[config.mk]
export PLATFORM = sky130hd
export DESIGN_NAME = irq_aggregator
export DESIGN_NICKNAME = d
export VERILOG_FILES = /design/src/rtl/irq_pkg.sv /design/src/rtl/irq_src_level.sv /design/src/rtl/irq_dev_level.sv /design/src/rtl/irq_prio.sv /design/src/rtl/irq_aggregator.sv
export SDC_FILE = /design/constraint.sdc
export NUM_CORES = 1
export LEC_CHECK = 0
export ABC_AREA = 1
export BUFFER_PORTS_ARGS = -buffer_cell sky130_fd_sc_hd__buf_4
export CAP_MARGIN = 20
export CORE_UTILIZATION = 46
export DETAILED_ROUTE_END_ITERATION = 7
export HOLD_SLACK_MARGIN = 0.12
export MAX_ROUTING_LAYER = met4
export PLACE_DENSITY = 0.77
export SLEW_MARGIN = 20
export SYNTH_ARGS = -nofsm -noshare
export SYNTH_HDL_FRONTEND = slang
export SYNTH_HIERARCHICAL = 1
export SYNTH_SLANG_ARGS = --single-unit
[constraint.sdc]
create_clock -name clk -period 2 [get_ports clk]
set_clock_uncertainty 0.2 [all_clocks]
set_input_delay 0 -clock clk [delete_from_list [all_inputs] [get_ports clk]]
set_output_delay 0 -clock clk [all_outputs]
set_load 0.03 [all_outputs]
[src/rtl/irq_pkg.sv]
package irq_pkg;

    localparam int BUS_W  = 32;
    localparam int ADDR_W = 8;
    localparam int ID_W   = 8;
    localparam int DEV_W  = 2;

    localparam logic [ID_W-1:0] NONE_ID = 8'd128;

    localparam int ERR_BIT    = 0;
    localparam int SRC_BIT    = 1;
    localparam int MASTER_BIT = 31;

    localparam logic [ADDR_W-1:0] OFS_DSTAT  = 8'h00;
    localparam logic [ADDR_W-1:0] OFS_DEN    = 8'h04;
    localparam logic [ADDR_W-1:0] OFS_DPEND  = 8'h08;
    localparam logic [ADDR_W-1:0] OFS_ID     = 8'h0C;
    localparam logic [ADDR_W-1:0] OFS_MASTER = 8'h1C;
    localparam logic [ADDR_W-1:0] OFS_SSTAT  = 8'h20;
    localparam logic [ADDR_W-1:0] OFS_SEN    = 8'h28;

    typedef enum logic [2:0] {
        SEL_NONE,
        SEL_DSTAT,
        SEL_DEN,
        SEL_DPEND,
        SEL_ID,
        SEL_MASTER,
        SEL_SSTAT,
        SEL_SEN
    } reg_sel_e;

    typedef struct packed {
        logic               we;
        reg_sel_e           sel;
        logic [BUS_W-1:0]   wdata;
    } bus_req_t;

    function automatic reg_sel_e decode_ofs(input logic [ADDR_W-1:0] a);
        case (a)
            OFS_DSTAT:  return SEL_DSTAT;
            OFS_DEN:    return SEL_DEN;
            OFS_DPEND:  return SEL_DPEND;
            OFS_ID:     return SEL_ID;
            OFS_MASTER: return SEL_MASTER;
            OFS_SSTAT:  return SEL_SSTAT;
            OFS_SEN:    return SEL_SEN;
            default:    return SEL_NONE;
        endcase
    endfunction

    function automatic logic is_write(input bus_req_t r, input reg_sel_e s);
        return r.we && (r.sel == s);
    endfunction

endpackage

[src/rtl/irq_src_level.sv]
module irq_src_level
    import irq_pkg::*;
#(
    parameter int N = 8
) (
    input  logic         clk,
    input  logic         rst,
    input  logic [N-1:0] hw_evt,
    input  logic         wr_stat,
    input  logic         wr_en,
    input  logic [N-1:0] wdata,
    output logic [N-1:0] stat,
    output logic [N-1:0] en,
    output logic         any_req
);

    logic [N-1:0] toggle_mask;
    logic [N-1:0] stat_nxt;

    always_comb begin
        toggle_mask = wr_stat ? wdata : '0;
        stat_nxt    = (stat ^ toggle_mask) | hw_evt;
    end

    always_ff @(posedge clk) begin
        if (rst) begin
            stat <= '0;
            en   <= '0;
        end else begin
            stat <= stat_nxt;
            if (wr_en) en <= wdata;
        end
    end

    assign any_req = |(stat & en);

    assert_evt_latched_R4: assert property (@(posedge clk) disable iff (rst)
        (|hw_evt) |=> ((stat & $past(hw_evt)) == $past(hw_evt)));

    assert_stat_hold_R3: assert property (@(posedge clk) disable iff (rst)
        (!wr_stat && (hw_evt == '0)) |=> $stable(stat));

    assert_en_hold_R10: assert property (@(posedge clk) disable iff (rst)
        !wr_en |=> $stable(en));

endmodule

[src/rtl/irq_dev_level.sv]
module irq_dev_level
    import irq_pkg::*;
(
    input  logic             clk,
    input  logic             rst,
    input  logic             err_evt,
    input  logic             src_req,
    input  logic             wr_stat,
    input  logic             wr_en,
    input  logic [DEV_W-1:0] wdata,
    output logic [DEV_W-1:0] stat,
    output logic [DEV_W-1:0] en,
    output logic [DEV_W-1:0] pend
);

    logic err_q;

    always_ff @(posedge clk) begin
        if (rst) begin
            err_q <= 1'b0;
            en    <= '0;
        end else begin
            if (err_evt)
                err_q <= 1'b1;
            else if (wr_stat && wdata[ERR_BIT])
                err_q <= 1'b0;
            if (wr_en) en <= wdata;
        end
    end

    always_comb begin
        stat          = '0;
        stat[ERR_BIT] = err_q;
        stat[SRC_BIT] = src_req;
    end

    assign pend = stat & en;

    assert_err_set_R6: assert property (@(posedge clk) disable iff (rst)
        err_evt |=> stat[ERR_BIT]);

    assert_err_clear_R6: assert property (@(posedge clk) disable iff (rst)
        (wr_stat && wdata[ERR_BIT] && !err_evt) |=> !stat[ERR_BIT]);

    assert_err_sticky_R6: assert property (@(posedge clk) disable iff (rst)
        (stat[ERR_BIT] && !(wr_stat && wdata[ERR_BIT])) |=> stat[ERR_BIT]);

endmodule

[src/rtl/irq_prio.sv]
module irq_prio
    import irq_pkg::*;
#(
    parameter int N = DEV_W
) (
    input  logic [N-1:0]    pend,
    output logic [ID_W-1:0] id
);

    always_comb begin
        id = NONE_ID;
        for (int i = N - 1; i >= 0; i--) begin
            if (pend[i]) id = ID_W'(i);
        end
    end

    always_comb begin
        assert_none_code_R8: assert ((id == NONE_ID) == (pend == '0));
        if (id != NONE_ID) begin
            assert_id_hit_R8: assert (pend[id[$clog2(N+1)-1:0]]);
        end
    end

endmodule

[src/rtl/irq_aggregator.sv]
module irq_aggregator
    import irq_pkg::*;
#(
    parameter int IP_SRC = 8
) (
    input  logic              clk,
    input  logic              rst,
    input  logic [IP_SRC-1:0] hw_evt,
    input  logic              err_evt,
    input  logic [7:0]        bus_addr,
    input  logic              bus_we,
    input  logic [31:0]       bus_wdata,
    output logic [31:0]       bus_rdata,
    output logic              irq_out
);

    bus_req_t           req;
    logic [IP_SRC-1:0]  src_stat;
    logic [IP_SRC-1:0]  src_en;
    logic               src_any;
    logic [DEV_W-1:0]   dev_stat;
    logic [DEV_W-1:0]   dev_en;
    logic [DEV_W-1:0]   dev_pend;
    logic [ID_W-1:0]    top_id;
    logic               master_q;
    logic               irq_q;

    always_comb begin
        req.we    = bus_we;
        req.sel   = decode_ofs(bus_addr);
        req.wdata = bus_wdata;
    end

    irq_src_level #(.N(IP_SRC)) u_src (
        .clk     (clk),
        .rst     (rst),
        .hw_evt  (hw_evt),
        .wr_stat (is_write(req, SEL_SSTAT)),
        .wr_en   (is_write(req, SEL_SEN)),
        .wdata   (req.wdata[IP_SRC-1:0]),
        .stat    (src_stat),
        .en      (src_en),
        .any_req (src_any)
    );

    irq_dev_level u_dev (
        .clk     (clk),
        .rst     (rst),
        .err_evt (err_evt),
        .src_req (src_any),
        .wr_stat (is_write(req, SEL_DSTAT)),
        .wr_en   (is_write(req, SEL_DEN)),
        .wdata   (req.wdata[DEV_W-1:0]),
        .stat    (dev_stat),
        .en      (dev_en),
        .pend    (dev_pend)
    );

    irq_prio #(.N(DEV_W)) u_prio (
        .pend (dev_pend),
        .id   (top_id)
    );

    always_ff @(posedge clk) begin
        if (rst) begin
            master_q <= 1'b0;
            irq_q    <= 1'b0;
        end else begin
            if (is_write(req, SEL_MASTER)) master_q <= req.wdata[MASTER_BIT];
            irq_q <= master_q && (|dev_pend);
        end
    end

    assign irq_out = irq_q;

    always_comb begin
        bus_rdata = '0;
        case (req.sel)
            SEL_DSTAT:  bus_rdata = BUS_W'(dev_stat);
            SEL_DEN:    bus_rdata = BUS_W'(dev_en);
            SEL_DPEND:  bus_rdata = BUS_W'(dev_pend);
            SEL_ID:     bus_rdata = BUS_W'(top_id);
            SEL_MASTER: bus_rdata[MASTER_BIT] = master_q;
            SEL_SSTAT:  bus_rdata = BUS_W'(src_stat);
            SEL_SEN:    bus_rdata = BUS_W'(src_en);
            default:    bus_rdata = '0;
        endcase
    end

    assert_irq_gate_R9: assert property (@(posedge clk) disable iff (rst)
        irq_out |-> $past(master_q && (dev_pend != '0)));

    assert_irq_rise_R9: assert property (@(posedge clk) disable iff (rst)
        (master_q && (dev_pend != '0)) |=> irq_out);

    assert_master_keeps_en_R10: assert property (@(posedge clk) disable iff (rst)
        (bus_we && (bus_addr == OFS_MASTER)) |=> ($stable(dev_en) && $stable(src_en)));

    assert_ro_pend_R11: assert property (@(posedge clk) disable iff (rst)
        (bus_we && (bus_addr == OFS_DPEND) && !err_evt && (hw_evt == '0)) |=> $stable(dev_stat));

endmodule

Word-level counts from Yosys, hierarchy flattened
Cells that the tools add are included.

Bits in registers: 21. Bits of input ports: 52. Logic and storage cells: 42.

Equal/unequal tests: 13. Mux-type cells: 8. Bitwise logic cells: 4. Reductions and logical operators: 11.

Operator list (count): one-hot mux 8 bit (6 select lines) (1); 2-to-1 mux 8 bit (3); one-hot mux 3 bit (7 select lines) (1); == test 8 x 4 -> 1 bit (second input constant) (2); == test 8 x 6 -> 1 bit (second input constant) (2); == test 3 bit (second input constant) (4); AND 8 bit (1); == test 8 x 3 -> 1 bit (second input constant) (1); == test 8 x 5 -> 1 bit (second input constant) (1); logical NOT 8 bit (1); OR 8 bit (1); OR reduction 8 bit (1); bitwise XOR 8 bit (1); logical AND 1 bit (7); == test 3 x 2 -> 1 bit (second input constant) (2); == test 3 x 1 -> 1 bit (second input constant) (1); 2-to-1 mux 1 bit (3); AND 2 bit (1); nonzero test 2 bit (1); OR reduction 2 bit (1).

Logic depth before layout (Yosys ltp)
Gate-level depths: netlist of the first run.

Word-level depth: 7. Gate-level depth with buffers: 15. Gate-level depth less buffers: 13.

Hierarchy
The synthesis of the first run kept the hierarchy.

By module, submodules not included: irq_src_level (times used 1, cells an instance 122, area each 779.5 um^2, sequential area each 320.3 um^2); irq_aggregator (times used 1, cells an instance 131, area each 729.4 um^2, sequential area each 40.0 um^2); irq_dev_level (times used 1, cells an instance 20, area each 135.1 um^2, sequential area each 60.1 um^2); irq_prio (times used 1, cells an instance 10, area each 62.6 um^2, sequential area each 0.0 um^2).

Worst setup path after synthesis of the first run
Ideal clock, no wire load.

Path kind: in2reg. Start: input bus_addr[1]. End: register u_src.en[7]. Library setup time: 116 ps. Arrival time: 1214 ps. Required time: 1684 ps. Setup slack: 470 ps. Stages: 8. Path buffers: 0. Cells stage by stage: nor2_1 nand2_1 inv_1 nand2_4 nor3_1 inv_1 nor2_1 nor2_1.

Word-level cells in the longest chain between the ends: 4. Elaborated cells between the ends (all ways): 10. Classes of those cells: eq/ne: 7; mux: 1; reduce/logical: 2.

Ends and longest elaborated chain: from (decl) (line irq_aggregator.sv:10) `input logic [7:0] bus_addr,`; == test 8 x 6 -> 1 bit, or another cell as far along (line irq_pkg.sv:40) `case (a)`; one-hot mux 3 bit (7 select lines) * (line irq_pkg.sv:40); == test 3 bit * (line irq_pkg.sv:53) `return r.we && (r.sel == s);`; logical AND 1 bit * (line irq_pkg.sv:53); to (signal assigned) (line irq_src_level.sv:31) `if (wr_en) en <= wdata;`; to (decl) (line irq_src_level.sv:13) `output logic [N-1:0] en,`.

Every way passes the cells marked *; elsewhere a longest branch is shown, timed or not. A chain may end at the register's enable or synchronous reset.

==> results of run 1 <==
power groups by stage:
stage          clock (uW)  sequential (uW)  combinational [uW]
6_report              286              447                 214
5_1_grt               314              449                 237
4_1_cts               292              445                 210
3_5_place_dp            0              455                 180
3_3_place_gp            0              454                 178
2_1_floorplan           0              451                 162
worst paths after layout:
path | cells past startpoint | from | to
hold / removal | 6 | bus_addr[3] | u_src/en[7]$_SDFFE_PP0P_
setup / recovery | 6 | bus_wdata[31] | master_q$_SDFFE_PP0P_
hold reg to reg | 2 | u_dev/en[1]$_SDFFE_PP0P_ | u_dev/en[1]$_SDFFE_PP0P_
setup reg to reg | 3 | master_q$_SDFFE_PP0P_ | master_q$_SDFFE_PP0P_
what timing repair did:
| item | CTS | global route |
|---|---|---|
| endpoints found under the hold margin | 21 | 0 |
| endpoints found under the setup margin | 0 | 3 |
| hold buffers | 24 | 0 |
| gates resized for setup | 0 | 8 |
critical path: cells and delay by family:
family	cells	cell delay, ps
simple gates	1	90
compound gates	1	40
buf+inv	4	1770
stage by stage:
| step | setup slack [ps] | utilization | total power [uW] | TNS (ps) | instance area [um^2] |
|---|---|---|---|---|---|
| after CTS | 70.5 | 0.635 | 947 | 0 | 2190 |
| after detailed placement | 168 | 0.552 | 635 | 0 | 1900 |
| after floorplan | 470 | - | 613 | 0 | 1810 |
| after global placement | 233 | 0.552 | 633 | 0 | 1900 |
| final | 51.9 | 0.640 | 947 | 0 | 2200 |
| after global routing | -15.5 | 0.640 | 1000 | -15.5 | 2200 |
sequential cells by signal, indices dropped and copies added, names as in the netlist:
| register | count |
|---|---|
| master_q | 1 |
| u_src/stat | 8 |
| irq_out | 1 |
| u_dev/en | 2 |
| u_dev/err_q | 1 |
| u_src/en | 8 |
metal layers:
metal | track usage | part of all wire
met1 | 0.258 | 0.45
met2 | 0.355 | 0.50
met3 | 0.0292 | 0.043
met4 | 0.0640 | 0.0057
met5 | - | 0
Yosys cell counts, drive strengths merged:
cell type	number	area (um^2)
a21oi	3	15.0
a211oi	1	7.51
and3	2	13.8
buf	34	267
conb	2	7.51
dfxtp	21	420
nand4	11	68.8
nand3	30	155
inv	48	180
nor4	1	6.26
nor2	38	165
nor3	4	20.0
nand2	79	324
o21ai	9	56.3
cells by family after synthesis:
| family | after synthesis |
|---|---|
| and+or+nand+nor | 165 |
| DFF | 21 |
| other | 2 |
| buffers and inverters | 82 |
| AOI/OAI and AO/OA | 13 |
final cells by class:
cell class                 count  area, um^2  share of cell area
clock buffer                   3        41.3              0.0187
multi-input combinational    207         950               0.431
clock inverter                 1        5.00             0.00227
tap                           46        57.6              0.0261
sequential                    21         427               0.194
inverter                      48         180              0.0817
timing repair buffer          64         544               0.247
layout by cell type (no fill, tap or decap), types with 2 or more instances in the layout:
master,instances
nand3_1,29
a21oi_1,3
conb_1,29
nand4_1,11
clkbuf_8,3
inv_1,43
nor2_1,32
nor3_1,4
dfxtp_2,5
buf_4,39
nand2_4,2
dlygate4sd3_1,24
o21ai_0,8
nand2_1,72
nor2_4,2
nand2_2,5
nor2_2,4
inv_2,5
dfxtp_1,16
==> out/results.txt, run 1 <==
Status: completed
Fmax: 513 MHz
Nets: 397
Final min period: 1950 ps
Max Buffers Root-to-Sink: 2
Compound-cell area share of the yosys netlist: 0.0462
Peak VDD IR: 265 uV
XOR/XNOR Fraction of Synth Area: 0
Clk sinks: 21
Via density: 4.55
CTS Buf Count: 3
Io pins: 85
Syn. warnings: 6
Worst setup SP type: input pin
Core area: 3440 um^2
Critical Path End Type: flip-flop
R2r setup slk: 580 ps
Die X: 62.9 um
Global-route usage over all layers: 0.211
Max Cap Violations: 0
Hold slack: 207 ps
WP data required: 1950 ps
Post-CTS Setup Inserts: 0
Cell Rows: 21
Pin count of the biggest net entering global routing: 17
TritonRoute pass-1 iters: 4
Hold Path Class: in -> reg
Post-synth cell types: 24
Clock-pin slew on the worst setup and hold paths: 80 ps
Crit path max fanout: 1
Vias: 1776
Max incr delay on CP: 550 ps
Leak: 0.00118 uW
CTS tree: done
WL/cell: 9.95 um
Max-slew violation count: 0
Post-Synth Simple-Gate Area: 0.441
Slowest CP cell: dlygate4sd3_1
Clk Latency, worst-skew pair: 270 ps
Layout cells sized above 1: 0.206
Initial antenna violation count: 0
Synth Register Bits: 21
ANT nets after route: 0
Main combinational cell family by area after synthesis: simple AND/OR/NAND/NOR gates
Vias in the first global route: 1606
Clock Power Share: 0.302
Placed Cells: 362
First-pass GRT wire length: 6680 um
Worst setup path class: in -> reg
GRT overflow: 0
RSZ-0062 raised after global routing: yes
Fillers: 332
Comb pwr share: 0.226
Fin crit share: 0.974
Iter 0 DRT Violations: 60
Syn_area_per_cell: 6.03 um^2
Antenna cells: 0
H-Tree Depth: 1
Post-synthesis mux area share: 0
Critical-path cell list: dlygate4sd3_1 > buf_4 > nor2_1 > dlygate4sd3_1 > a211oi_1 > dlygate4sd3_1
Post-synthesis adder-cell area fraction: 0
Final wirelength: 3880 um
Full die area: 3960 um^2
DR DRC count: 0
Post-synthesis sequential area ratio: 0.246
Gate Count Post-Synth: 283
Reg power frac: 0.472
Starting Density: 0.496
Fin cells: 390
Hold Fails Final Rpt: 0
Mapped Area: 1710 um^2
CTS root buf: clkbuf_8
Net Sw Frac: 0.308
CP most frequent cell: dlygate4sd3_1
Final HPWL DP: 2720 um
Power Density: 430 nW/um^2
PortBufs: 38
Setup Viol. Count Final: 0
Cell internal pwr: 656 uW
Final GP Congestion: 0.845
Area growth syn-to-layout: 29.2%
Die Y: 62.9 um
Switching power: 291 uW
Worst EP arrival: 1900 ps
Note: power is estimated with default switching activity, not from simulation.
==> inputs of run 2 (changes only) <==
--- a/config.mk
+++ b/config.mk
@@ -8,11 +8,13 @@
 export ABC_AREA = 1
 export BUFFER_PORTS_ARGS = -buffer_cell sky130_fd_sc_hd__buf_4
 export CAP_MARGIN = 20
+export CORE_MARGIN = 2
 export CORE_UTILIZATION = 46
 export DETAILED_ROUTE_END_ITERATION = 7
 export HOLD_SLACK_MARGIN = 0.12
 export MAX_ROUTING_LAYER = met4
 export PLACE_DENSITY = 0.77
+export REMOVE_ABC_BUFFERS = 1
 export SLEW_MARGIN = 20
 export SYNTH_ARGS = -nofsm -noshare
 export SYNTH_HDL_FRONTEND = slang
==> run 2 against run 1 <==
  * Final cell count grew 1.0%
  * Combinational power is essentially flat
  * Global-route usage shrank 0.27 points
  * Clock-buffer cell count is the same
  * Clock power shrank 3%
  * Worst hold slack gained 3.1 ps
  * Register-to-register slack is essentially flat
  * Via count grew 0.28%
  * Power shrank 0.78%
  * Maximum frequency grew 0.60%
  * Die area grew 6.5%
  * Design area grew 0.40%
  * Critical endpoint unchanged
  * Largest cell class unchanged
  * Largest power group unchanged
==> out/results.txt, run 2 (synthesis gave the netlist of run 1 again) <==
Status: completed (unchanged)
Final wirelength: 4040 um (was 3880 um)
PortBufs: 38 (unchanged)
Leak: 0.00119 uW (was 0.00118 uW)
DR DRC count: 0 (unchanged)
Max Buffers Root-to-Sink: 2 (unchanged)
Commonest non-fill, non-tap cells in the layout: nand2_1 (72), inv_1 (43), buf_4 (41) (was nand2_1 (72), inv_1 (43), buf_4 (39))
Worst Setup EP: master_q$_SDFFE_PP0P_ (unchanged)
Worst R2R Path Depth: 3 (unchanged)
RSZ-0062 raised after global routing: yes (unchanged)
Max Cap Violations: 0 (unchanged)
Initial antenna violation count: 0 (unchanged)
Critical path origin: bus_wdata[31] (unchanged)
Antenna cells: 0 (unchanged)
Fillers: 359 (was 332)
Vias in the first global route: 1609 (was 1606)
Placed Cells: 365 (was 362)
Io pins: 85 (unchanged)
Max-slew violation count: 0 (unchanged)
Power Density: 425 nW/um^2 (was 430 nW/um^2)
Reg-to-reg startpoint: u_dev/en[0]$_SDFFE_PP0P_ (was master_q$_SDFFE_PP0P_)
DP Area: 1910 um^2 (was 1900 um^2)
Worst setup path class: in -> reg (unchanged)
Critical Path End Type: flip-flop (unchanged)
CTS root buf: clkbuf_8 (unchanged)
Worst EP arrival: 1880 ps (was 1900 ps)
Largest regs: u_src/en x8, u_src/stat x8, u_dev/en x2 (unchanged)
First-pass GRT wire length: 6790 um (was 6680 um)
Cell Rows: 22 (was 21)
CTS Buf Count: 3 (unchanged)
Final GP Congestion: 0.894 (was 0.845)
TritonRoute pass-1 iters: 4 (unchanged)
GRT overflow: 0 (unchanged)
Most common cell after layout, fill and taps aside: nand2_1 (unchanged)
Worst setup SP type: input pin (unchanged)
Pre-CTS WS: 165 ps (was 168 ps)
Overall Power: 940 uW (was 947 uW)
Hold Fails Final Rpt: 0 (unchanged)
CTS tree: done (unchanged)
Clk sinks: 21 (unchanged)
Die X: 64.9 um (was 62.9 um)
R2r setup slk: 570 ps (was 580 ps)
WP data required: 1950 ps (about the same)
ANT nets after route: 0 (unchanged)
Fin crit share: 0.968 (was 0.974)
Vias: 1781 (was 1776)
Area growth syn-to-layout: 29.7% (was 29.2%)
Reg2reg end: u_dev/en[0]$_SDFFE_PP0P_ (was master_q$_SDFFE_PP0P_)
Core area: 3610 um^2 (was 3440 um^2)
Iter 0 DRT Violations: 89 (was 60)
Fmax: 516 MHz (was 513 MHz)
Hold Path Class: in -> out (was in -> reg)
Global-route usage over all layers: 0.208 (was 0.211)
WL/cell: 10.2 um (was 9.95 um)
Final HPWL DP: 2780 um (was 2720 um)
Final setup margin: 63.5 ps (was 51.9 ps)
Via density: 4.52 (was 4.55)
Pin count of the biggest net entering global routing: 17 (unchanged)
Clk Latency, worst-skew pair: 260 ps (was 270 ps)
Design Area, Final: 2210 um^2 (was 2200 um^2)
Peak VDD IR: 380 uV (was 265 uV)
Setup Viol. Count Final: 0 (unchanged)
Clock-pin slew on the worst setup and hold paths: 70 ps (was 80 ps)
H-Tree Depth: 1 (unchanged)
Starting Density: 0.473 (was 0.496)
Final min period: 1940 ps (was 1950 ps)
Fin cells: 394 (was 390)
Full die area: 4210 um^2 (was 3960 um^2)
Hold_sp: bus_addr[4] (was bus_addr[3])
Layout cells sized above 1: 0.194 (was 0.206)
Nets: 399 (was 397)
Die Y: 64.9 um (was 62.9 um)
Post-CTS Setup Inserts: 0 (unchanged)
Crit path max fanout: 1 (unchanged)
-- run 2: cell types whose count changed in the layout (fill, tap and decap cells not counted), sizes merged --
cell	before	now
buf	40	41
dlygate4sd3	24	25
-- run 2: how the worst min path moves through the flow --
stage                                     endpoint  slack, ps  depth (start not counted)
after floorplan           u_dev/en[0]$_SDFFE_PP0P_       -130                          1
after CTS                 u_src/en[7]$_SDFFE_PP0P_        210                          6
final                                bus_rdata[31]        210                          4
after detailed placement  u_dev/en[0]$_SDFFE_PP0P_         20                          2
after global routing                 bus_rdata[31]        250                          4
after global placement    u_dev/err_q$_SDFFE_PP0P_         10                          2
-- run 2: final cells by class --
type	count	area [um^2]	share of cell area
Multi-Input combinational cell	207	947	0.428
Sequential cell	21	422	0.191
Tap cell	48	60.1	0.0271
Clock inverter	1	5.00	0.00226
Inverter	48	180	0.0814
Clock buffer	3	41.3	0.0187
Timing Repair Buffer	66	558	0.252
-- run 2: power breakdown --
part / internal (uW) / switching, uW / total (uW) / leakage, uW
Combinational: 84.8 / 131 / 216 / 0.000992
Clock: 139 / 140 / 278 / 0.0000255
Sequential: 432 / 13.9 / 445 / 0.000172
Total: 655 / 285 / 940 / 0.00119
-- run 2: what timing repair did --
action                                  CTS  global route
endpoints found under the setup margin    0             3
resized for setup                         0             2
endpoints found under the hold margin    21             0
hold buffers                             25             0
-- run 2: metrics by stage --
step | setup TNS [ps] | hold WS, ps | utilization
6_report | 0 | 210 | 0.614
5_1_grt | -25.4 | 251 | 0.614
4_1_cts | 0 | 207 | 0.612
3_5_place_dp | 0 | 18.6 | 0.529
3_3_place_gp | 0 | 10.0 | 0.529
2_1_floorplan | 0 | -131 | -
-- run 2: per-layer routing --
metal / vias up / GRT usage / share of wire
met3: 6 / 0.0260 / 0.042
met5: - / - / 0
met4: 0 / 0.0638 / 0.010
met1: 792 / 0.243 / 0.43
li1: 939 / - / -
met2: 44 / 0.371 / 0.52
-- run 2: worst max-delay path: stages --
cell           delay (ps)
dlygate4sd3_1         530
buf_4                 130
nor2_1                 80
dlygate4sd3_1         560
a211oi_1               40
dlygate4sd3_1         550
